`config.mk`:
```
export PLATFORM = sky130hd
export DESIGN_NAME = hw_pkt_tx
export DESIGN_NICKNAME = d
export VERILOG_FILES = /design/src/rtl/txq_pkg.sv /design/src/rtl/txq_cursor.sv /design/src/rtl/txq_unpack.sv /design/src/rtl/hw_pkt_tx.sv
export SDC_FILE = /design/constraint.sdc
export NUM_CORES = 1
export LEC_CHECK = 0
export BUFFER_PORTS_ARGS = -buffer_cell sky130_fd_sc_hd__buf_2
export CORE_MARGIN = 1
export CORE_UTILIZATION = 60
export DETAILED_ROUTE_END_ITERATION = 10
export PLACE_DENSITY = 0.84
export SETUP_SLACK_MARGIN = 0.5
export SLEW_MARGIN = 30
export SYNTH_ARGS = -nofsm -noshare
export SYNTH_HDL_FRONTEND = slang
export SYNTH_SLANG_ARGS = --single-unit
```
`constraint.sdc`:
```
create_clock -name clk -period 6.3 [get_ports clk]
set_clock_uncertainty 0.05 [all_clocks]
set_input_delay 1.26 -clock clk [delete_from_list [all_inputs] [get_ports clk]]
set_output_delay 1.26 -clock clk [all_outputs]
set_load 0.01 [all_outputs]
```
`src/rtl/txq_pkg.sv`:
```
// Package for the halfword packet transmit channel.
// Holds the controller state encoding shared by the modules.
package txq_pkg;

    // Controller states: one wait state, one payload read, and the queue-service sequence.
    typedef enum logic [3:0] {
        S_WAIT,     // waiting for an output-done event or start
        S_PAY,      // payload word returning from memory
        S_IP,       // in-progress slot returning
        S_DQ_RD,    // read done-queue header
        S_DQ,       // done-queue header returning
        S_LINK_RD,  // read old last packet of the done queue
        S_LINK,     // old last packet header returning
        S_RQ_RD,    // read ready-queue header
        S_RQ,       // ready-queue header returning
        S_HDR,      // first ready packet header returning
        S_RQ_WR,    // write advanced ready-queue header
        S_IP_WR     // record new packet in the in-progress slot
    } txq_state_e;

endpackage

```
`src/rtl/txq_cursor.sv`:
```
// Halfword count and halfword pointer of the packet being sent.
// Assumes: load and step are never high together, and step only
// arrives while the count is nonzero (the controller gates it).
module txq_cursor #(
    parameter int unsigned CNT_W = 16,
    parameter int unsigned PTR_W = 19
) (
    input  logic             clk,
    input  logic             rst_n,
    input  logic             load,
    input  logic [CNT_W-1:0] load_cnt,
    input  logic [PTR_W-1:0] load_ptr,
    input  logic             step,
    output logic             cnt_zero,
    output logic             half_odd,
    output logic [PTR_W-2:0] word_addr
);

    logic [CNT_W-1:0] cnt;
    logic [PTR_W-1:0] ptr;

    // Load on packet start, otherwise count down and advance per payload halfword.
    always_ff @(posedge clk) begin
        if (!rst_n) begin
            cnt <= '0;
            ptr <= '0;
        end else if (load) begin
            cnt <= load_cnt;
            ptr <= load_ptr;
        end else if (step) begin
            cnt <= cnt - 1'b1;
            ptr <= ptr + 1'b1;
        end
    end

    assign cnt_zero  = (cnt == '0);
    assign half_odd  = ptr[0];
    assign word_addr = ptr[PTR_W-1:1];

    // every payload step lowers the count by exactly one
    p_count_step_r7: assert property (@(posedge clk) disable iff (!rst_n)
        step |=> (cnt == $past(cnt) - 1'b1));

    // the controller never steps an idle (zero) count
    p_no_underflow_r7: assert property (@(posedge clk) disable iff (!rst_n)
        step |-> !cnt_zero);

endmodule

```
`src/rtl/txq_unpack.sv`:
```
// Splits a payload word into two halfwords. The high half goes out at
// once and the low half is held for the next event.
// Assumes: ld is high in the cycle the payload word is on word_in.
module txq_unpack #(
    parameter int unsigned HALF_W = 16,
    parameter int unsigned WORD_W = 36
) (
    input  logic              clk,
    input  logic              rst_n,
    input  logic              ld,
    input  logic [WORD_W-1:0] word_in,
    output logic [HALF_W-1:0] first_half,
    output logic [HALF_W-1:0] held_half
);

    assign first_half = word_in[2*HALF_W-1:HALF_W];

    // Capture the second halfword so that the word is read only once.
    always_ff @(posedge clk) begin
        if (!rst_n)  held_half <= '0;
        else if (ld) held_half <= word_in[HALF_W-1:0];
    end

endmodule

```
`src/rtl/hw_pkt_tx.sv`:
```
// Halfword packet transmit channel.
// Sends packets from a linked ready queue in 36-bit word memory as
// 16-bit halfwords, one per output-done event: the length first, then
// the payload. It retires finished packets to a done queue.
// Assumes: memory read data arrives one cycle after the request and is
// never stalled; done_evt only arrives while the controller waits.
module hw_pkt_tx
    import txq_pkg::*;
#(
    parameter int unsigned LINK_W = 18,
    parameter int unsigned HALF_W = 16,
    parameter logic [LINK_W-1:0] READY_HDR = 'h10,
    parameter logic [LINK_W-1:0] DONE_HDR  = 'h11,
    parameter logic [LINK_W-1:0] CUR_SLOT  = 'h12
) (
    input  logic                clk,
    input  logic                rst_n,
    input  logic                done_evt,
    input  logic                start,
    input  logic [2*LINK_W-1:0] mem_rdata,
    output logic                send_req,
    output logic [HALF_W-1:0]   send_data,
    output logic                out_en,
    output logic                mem_req,
    output logic                mem_we,
    output logic [LINK_W-1:0]   mem_addr,
    output logic [2*LINK_W-1:0] mem_wdata
);

    localparam int unsigned WORD_W = 2 * LINK_W;
    localparam int unsigned PTR_W  = LINK_W + 1;

    txq_state_e        st;
    logic [LINK_W-1:0] pkt;    // packet being retired or started
    logic [LINK_W-1:0] tail;   // old last entry of the queue being edited
    logic [LINK_W-1:0] nxt;    // link of the packet being started

    logic              cnt_zero;
    logic              half_odd;
    logic [LINK_W-1:0] word_addr;
    logic [HALF_W-1:0] first_half;
    logic [HALF_W-1:0] held_half;

    logic [LINK_W-1:0] rd_left;
    logic [LINK_W-1:0] rd_right;
    logic [HALF_W-1:0] rd_len;
    logic              ev_step;
    logic              ev_idle;

    assign rd_left  = mem_rdata[WORD_W-1:LINK_W];
    assign rd_right = mem_rdata[LINK_W-1:0];
    assign rd_len   = mem_rdata[LINK_W+HALF_W-1:LINK_W];

    // A payload event while a packet is active, or queue service when idle.
    assign ev_step = (st == S_WAIT) && done_evt && !cnt_zero;
    assign ev_idle = (st == S_WAIT) && cnt_zero && (start || (done_evt && out_en));

    txq_cursor #(
        .CNT_W (HALF_W),
        .PTR_W (PTR_W)
    ) u_cursor (
        .clk       (clk),
        .rst_n     (rst_n),
        .load      (st == S_HDR),
        .load_cnt  (rd_len),
        .load_ptr  ({pkt + LINK_W'(1), 1'b0}),
        .step      (ev_step),
        .cnt_zero  (cnt_zero),
        .half_odd  (half_odd),
        .word_addr (word_addr)
    );

    txq_unpack #(
        .HALF_W (HALF_W),
        .WORD_W (WORD_W)
    ) u_unpack (
        .clk        (clk),
        .rst_n      (rst_n),
        .ld         (st == S_PAY),
        .word_in    (mem_rdata),
        .first_half (first_half),
        .held_half  (held_half)
    );

    // Memory request for the current state.
    always_comb begin
        mem_req   = 1'b0;
        mem_we    = 1'b0;
        mem_addr  = '0;
        mem_wdata = '0;
        case (st)
            S_WAIT: begin
                if (ev_step && !half_odd) begin
                    mem_req  = 1'b1;
                    mem_addr = word_addr;
                end else if (ev_idle) begin
                    mem_req  = 1'b1;
                    mem_addr = CUR_SLOT;
                end
            end
            S_IP: begin
                mem_req = 1'b1;
                if (rd_right != '0) begin
                    mem_we   = 1'b1;
                    mem_addr = CUR_SLOT;
                end else begin
                    mem_addr = READY_HDR;
                end
            end
            S_DQ_RD: begin
                mem_req  = 1'b1;
                mem_addr = DONE_HDR;
            end
            S_DQ: begin
                mem_req   = 1'b1;
                mem_we    = 1'b1;
                mem_addr  = DONE_HDR;
                mem_wdata = (rd_left == '0) ? {pkt, pkt} : {rd_left, pkt};
            end
            S_LINK_RD: begin
                mem_req  = 1'b1;
                mem_addr = tail;
            end
            S_LINK: begin
                mem_req   = 1'b1;
                mem_we    = 1'b1;
                mem_addr  = tail;
                mem_wdata = {rd_left, pkt};
            end
            S_RQ_RD: begin
                mem_req  = 1'b1;
                mem_addr = READY_HDR;
            end
            S_RQ: begin
                if (rd_left != '0) begin
                    mem_req  = 1'b1;
                    mem_addr = rd_left;
                end
            end
            S_HDR: begin
                mem_req   = 1'b1;
                mem_we    = 1'b1;
                mem_addr  = pkt;
                mem_wdata = {rd_left, {LINK_W{1'b0}}};
            end
            S_RQ_WR: begin
                mem_req   = 1'b1;
                mem_we    = 1'b1;
                mem_addr  = READY_HDR;
                mem_wdata = (nxt == '0) ? '0 : {nxt, tail};
            end
            S_IP_WR: begin
                mem_req   = 1'b1;
                mem_we    = 1'b1;
                mem_addr  = CUR_SLOT;
                mem_wdata = {{LINK_W{1'b0}}, pkt};
            end
            default: ;
        endcase
    end

    // Controller sequencing, enable flag and registered send outputs.
    always_ff @(posedge clk) begin
        if (!rst_n) begin
            st        <= S_WAIT;
            out_en    <= 1'b0;
            pkt       <= '0;
            tail      <= '0;
            nxt       <= '0;
            send_req  <= 1'b0;
            send_data <= '0;
        end else begin
            send_req <= 1'b0;
            if (start) out_en <= 1'b1;
            case (st)
                S_WAIT: begin
                    if (ev_step) begin
                        if (half_odd) begin
                            send_req  <= 1'b1;
                            send_data <= held_half;
                        end else begin
                            st <= S_PAY;
                        end
                    end else if (ev_idle) begin
                        st <= S_IP;
                    end
                end
                S_PAY: begin
                    send_req  <= 1'b1;
                    send_data <= first_half;
                    st        <= S_WAIT;
                end
                S_IP: begin
                    if (rd_right != '0) begin
                        pkt <= rd_right;
                        st  <= S_DQ_RD;
                    end else begin
                        st  <= S_RQ;
                    end
                end
                S_DQ_RD: st <= S_DQ;
                S_DQ: begin
                    if (rd_left == '0) begin
                        st <= S_RQ_RD;
                    end else begin
                        tail <= rd_right;
                        st   <= S_LINK_RD;
                    end
                end
                S_LINK_RD: st <= S_LINK;
                S_LINK:    st <= S_RQ_RD;
                S_RQ_RD:   st <= S_RQ;
                S_RQ: begin
                    if (rd_left == '0) begin
                        out_en <= 1'b0;
                        st     <= S_WAIT;
                    end else begin
                        pkt  <= rd_left;
                        tail <= rd_right;
                        st   <= S_HDR;
                    end
                end
                S_HDR: begin
                    send_req  <= 1'b1;
                    send_data <= rd_len;
                    nxt       <= rd_right;
                    st        <= S_RQ_WR;
                end
                S_RQ_WR: st <= S_IP_WR;
                S_IP_WR: st <= S_WAIT;
                default: st <= S_WAIT;
            endcase
        end
    end

    // an event on an idle, disabled channel sends nothing and stays waiting
    p_disabled_quiet_r5: assert property (@(posedge clk) disable iff (!rst_n)
        (st == S_WAIT && done_evt && !start && !out_en && cnt_zero)
        |-> !mem_req ##1 (st == S_WAIT && !send_req && !out_en));

    // the length halfword is the header's left field, sent the next cycle
    p_len_first_r6: assert property (@(posedge clk) disable iff (!rst_n)
        (st == S_HDR) |=> (send_req && send_data == $past(rd_len)));

    // the high half of a fresh payload word goes out right after the read
    p_high_half_r3: assert property (@(posedge clk) disable iff (!rst_n)
        (st == S_PAY) |=> (send_req && send_data == $past(mem_rdata[2*HALF_W-1:HALF_W])));

    // an empty ready queue drops the enable and sends nothing
    p_dry_disable_r9: assert property (@(posedge clk) disable iff (!rst_n)
        (st == S_RQ && rd_left == '0 && !start) |=> (!out_en && !send_req && st == S_WAIT));

endmodule

```
==> After elaboration in Yosys (flattened, before gate mapping) <==
Cells that the tools add are included.
{ "totals": {"reg_bits": 127, "wordCells": 100, "input_bits": 40, "output_inout_bits": 74} }
{ "classes": {"bitwise": 2, "muxes": 37, "n_addsub": 3, "eq_ne": 17, "reduce_logical": 30} }
{ "ops": {"columns": ["cell", "count"], "rows": [
  ["one-hot mux 36 bit (5 select lines)", 1],
  ["one-hot mux 18 bit (8 select lines)", 1],
  ["2-to-1 mux 18 bit", 4],
  ["2-to-1 mux 36 bit", 2],
  ["2-to-1 mux 16 bit", 4],
  ["one-hot mux 16 bit (3 select lines)", 1],
  ["one-hot mux 4 bit (10 select lines)", 1],
  ["2-to-1 mux 19 bit", 2],
  ["zero test 18 bit", 2],
  ["one-hot mux 18 bit (2 select lines)", 1],
  ["nonzero test 18 bit", 2],
  ["2-to-1 mux 4 bit", 5],
  ["adder 19 x 1 -> 19 bit, second input constant", 1],
  ["adder 18 x 1 -> 18 bit, second input constant", 1],
  ["equality test 4 x 3 -> 1 bit, second input constant", 4],
  ["equality test 4 bit, second input constant", 4],
  ["zero test 16 bit", 1],
  ["subtractor 16 x 1 -> 16 bit, second input constant", 1],
  ["OR reduction 2 bit", 6],
  ["2-to-1 mux 1 bit", 9],
  ["OR reduction 9 bit", 1],
  ["equality test 4 x 2 -> 1 bit, second input constant", 2],
  ["logical AND 1 bit", 6],
  ["inequality test 2 bit, second input constant", 3],
  ["16 further kinds", 24]
]} }

==> Logic depth before layout (Yosys ltp) <==
{ "logic_depth": {"ltp_word": 6, "depth_mapped": 9, "mapped_depth_nobuf": 7} }

==> Hierarchy <==
A second synthesis with hierarchy kept.
{ "hier_totals": {"cells_unflattened": 881, "hier_area_um2": 7617.3} }
{ "by_module_without_submodules": {"columns": ["mod", "seq_area_each_um2", "cells_per_inst", "area_each_um2", "n_inst"], "rows": [
  ["hw_pkt_tx", 1521.5, 588, 5024.8, 1],
  ["txq_cursor", 700.7, 226, 1856.8, 1],
  ["txq_unpack", 320.3, 67, 735.7, 1]
]} }

==> Worst setup path before layout <==
No wires, ideal clock.
{ "synth_timing": {"kind": "input to output", "startpoint": "input port mem_rdata[25]", "endpoint": "output port mem_wdata[27]", "path_slack_ns": 2.255, "arrival_time_ns": 2.735, "t_required_ns": 4.990, "path_stages": 6, "path_buffers": 1, "cell_sequence": "nor4_1 > nand2_1 > nor4_2 > buf_2 > a22o_1 > a21o_1"} }
{ "synth_via": {"elab_chain_cells": 3} }
{ "synth_lines": {"columns": ["item", "line_no", "source"], "rows": [
  ["start: declaration", "hw_pkt_tx.sv:20", "input logic [2*LINK_W-1:0] mem_rdata,"],
  ["zero test 18 bit", "hw_pkt_tx.sv:118", "mem_wdata = (rd_left == '0) ? {pkt, pkt} : {rd_left, pkt};"],
  ["2-to-1 mux 36 bit", "hw_pkt_tx.sv:118", null],
  ["one-hot mux 36 bit (5 select lines)", "hw_pkt_tx.sv:91", "case (st)"],
  ["end: declaration", "hw_pkt_tx.sv:27", "output logic [2*LINK_W-1:0] mem_wdata"]
]} }
Every way passes these cells.

==> Worst setup path in the final report <==
{ "layout_timing": {"startpoint": "register st[3]", "endpoint": "output port mem_wdata[20]"} }
{ "layout_via": {"elab_chain_cells": 2, "word_cells_on_any_way": 6, "classes_between": "eq/ne (5); mux (1)"} }
{ "layout_lines": {"columns": ["item", "line_no", "source"], "rows": [
  ["start: declaration", "hw_pkt_tx.sv:33", "txq_state_e st;"],
  ["start signal: assignment", "hw_pkt_tx.sv:165", "st <= S_WAIT;"],
  ["start signal: assignment", "hw_pkt_tx.sv:182", "st <= S_PAY;"],
  ["start signal: assignment", "hw_pkt_tx.sv:185", "st <= S_IP;"],
  ["equality test 4 bit / equality test 4 x 3 -> 1 bit (equally long branches)", "hw_pkt_tx.sv:91", null],
  ["one-hot mux 36 bit (5 select lines) *", "hw_pkt_tx.sv:91", null]
]} }
Mark *: on every way between the ends. The rest lies on a longest branch, timed or not.

==> out/qor.txt <==
status - completed
FP Rows - 40
Synth Area in Adders - 0.00512
post-synthesis compound-gate area fraction - 0.271
commonest register cell after synthesis - dfxtp_1
post-synthesis mux area share - 0.0507
max_slew headroom - 0.366
placed insts - 1,142
worst skew pair latency - 430 ps
Crit path arrival time - 3120 ps
core area - 0.0120 mm²
Pleak - 0.00359 µW
Post-Syn Area - 0.00733 mm²
Fmax - 226 MHz
first-pass GRT wire length - 38,800 µm
H-tree depth - 4
RSZ-0062 raised after global routing - no
initial drt markers - 1,416
hold_buf cts - 0
Via density - 6.90
Max-Cap Viols - 0
Total Routing Usage GR - 0.392
peak supply drop - 0.000249 V
Final Hold Fails - 0
Area Growth Syn to Fin - 16.8%
Worst Hold Class - reg -> reg
Critical Path Sink Type - output port
WL final - 24,900 µm
CTS Buffer Depth - 2
final setup violation count - 0
Fillers - 934
Post-Syn Nets - 989
setup TNS - 0 ps
root buffer cell - clkbuf_16
die span in x - 113 µm
n_diodes - 0
hpwl dp - 16,300 µm
layout cells sized above 1 - 0.189
Crit Path Category - reg -> out
clk sink count - 127
Least-Margin Pin Slew - 951 ps
DRC Markers - 0
post-CTS resize count - 0
Final Instance Area - 0.00856 mm²
Pwr Density - 429 mW/mm²
post-layout util - 0.716
IO buf count - 113
highest-count cells in the layout ignoring fill and taps - nand2_1, dfxtp_1, buf_2
total iterations of the first detailed-routing run - 7
Gate Count Post-Synth - 946
sequential area share after synthesis - 0.347
die area - 0.0127 mm²
Detail Route Antenna Nets - 0
fin. max-slew vios - 0
CP Data Required Time - 4990 ps
Seq cells post-synth - 127
post-synthesis simple-gate area fraction - 0.242
post-synth cell types - 61
initial antenna violation count - 0
fin cells - 1,174
Yosys warning count - 0
Max FO, Critical Path - 36
Remaining Overflow, GRT - 0
largest net degree at the start of global routing - 69
clock-pin slew on the worst setup and hold paths - 60 ps
fraction of registers with async set/reset - 0
vias in the first global route - 7,285
CTS tree - built
Mapped Avg Cell Area - 7.75 µm²
initial core utilization - 0.613
boundary pin count - 114
largest family of logic cells by synthesized area - compound AO/OA/AOI/OAI gates
Final #Nets - 1,057
WL per Instance - 21.2 µm
number of setup buffers added after CTS - 0
commonest non-fill, non-tap cell in the layout - nand2_1
Synth Area in XOR/XNOR - 0.0322
minimum clock period - 4430 ps
GPL Wtd Cong - 0.968
Placed Area - 0.00790 mm²
Via Count - 8,103
CP Launch Type - register
fin crit share - 0.704
Num CTS Buffers - 17
Chip Height - 113 µm
Post-synth EDFFs - 0
## cell type report
type | count | area, µm² | area share
clock buffers | 19 | 453 | 0.0529
clock inverters | 13 | 209 | 0.0244
inverters | 15 | 56.3 | 0.00658
multi-input cells | 725 | 4440 | 0.519
flip-flops and latches | 127 | 2540 | 0.297
well taps | 147 | 184 | 0.0215
repair buffers | 128 | 678 | 0.0792
## synth_stat cells, types with 4 or more instances
cell type,instances,area share
xnor2_1,21,0.025
nand4_1,12,0.010
a31oi_1,7,0.0060
clkbuf_1,51,0.026
nand3_1,37,0.025
o2111ai_1,19,0.023
nor4_1,19,0.016
and4_1,7,0.0084
a211oi_1,8,0.0082
inv_1,15,0.0077
nor2_1,48,0.025
buf_1,11,0.0056
a222oi_1,13,0.018
dfxtp_1,127,0.35
xor2_1,6,0.0072
a21o_1,19,0.019
or4_1,4,0.0041
nand2b_1,6,0.0051
a22oi_1,8,0.0082
buf_2,15,0.010
mux2i_1,36,0.049
a22o_1,34,0.041
o311ai_0,4,0.0048
or3_1,4,0.0034
o21ai_0,34,0.023
nor3_1,18,0.012
and3_1,6,0.0051
nand2_1,210,0.11
o221a_2,18,0.028
o21a_1,7,0.0072
a21oi_1,63,0.043
o211ai_1,8,0.0082
## state kept, by name, summed over array words and instances (netlist names), 4 cells and up
name                cells
pkt                    18
nxt                    18
st                      4
tail                   18
u_cursor.ptr           19
u_unpack.held_half     16
send_data              16
u_cursor.cnt           16
## metal layers
metal | GRT usage | vias to the layer above | part of all wire
met1 | 0.528 | 3747 | 0.39
li1 | - | 3633 | -
met5 | 0 | - | 0
met3 | 0.0945 | 103 | 0.13
met4 | 0.209 | 0 | 0.044
met2 | 0.578 | 620 | 0.44
## metrics by stage
| step | hold slack, ps | setup slack (ps) | total power, µW |
|---|---|---|---|
| detailed placement | 397 | 2040 | 2520 |
| finish | 407 | 1870 | 3670 |
| floorplan | 386 | 2250 | 2130 |
| CTS | 408 | 1970 | 3610 |
| global placement | 392 | 2050 | 2480 |
| global route | 425 | 1730 | 3830 |
## worst max-delay path, stage by stage (launching register included)
cell	delay, ps
dfxtp_1	380
buf_4	450
nand2b_1	220
nor2_1	190
buf_4	240
o21a_1	720
a222oi_1	240
inv_1	100
buf_2	130
## power breakdown
part           internal [µW]  switching (µW)
Clock                    724             382
Sequential               949             233
Combinational            496             886
## worst paths after layout
kind	from	end	slack (ps)	depth (start not counted)
max reg2reg	st[3]	pkt[6]	3290	5
min	send_data[2]	send_data[2]	410	2
max	st[3]	mem_wdata[20]	1870	8
min reg2reg	send_data[2]	send_data[2]	410	2
## cell families (layout without fill, tap and decap cells)
group           after synthesis  count (layout)
flops                       127             127
fa+ha+maj                     3               3
xor+xnor                     27              27
compound gates              271             271
buf+inv                      94             175
simple gates                387             387
mux                          37              37
No activity file was read; power rests on OpenSTA's default activity.
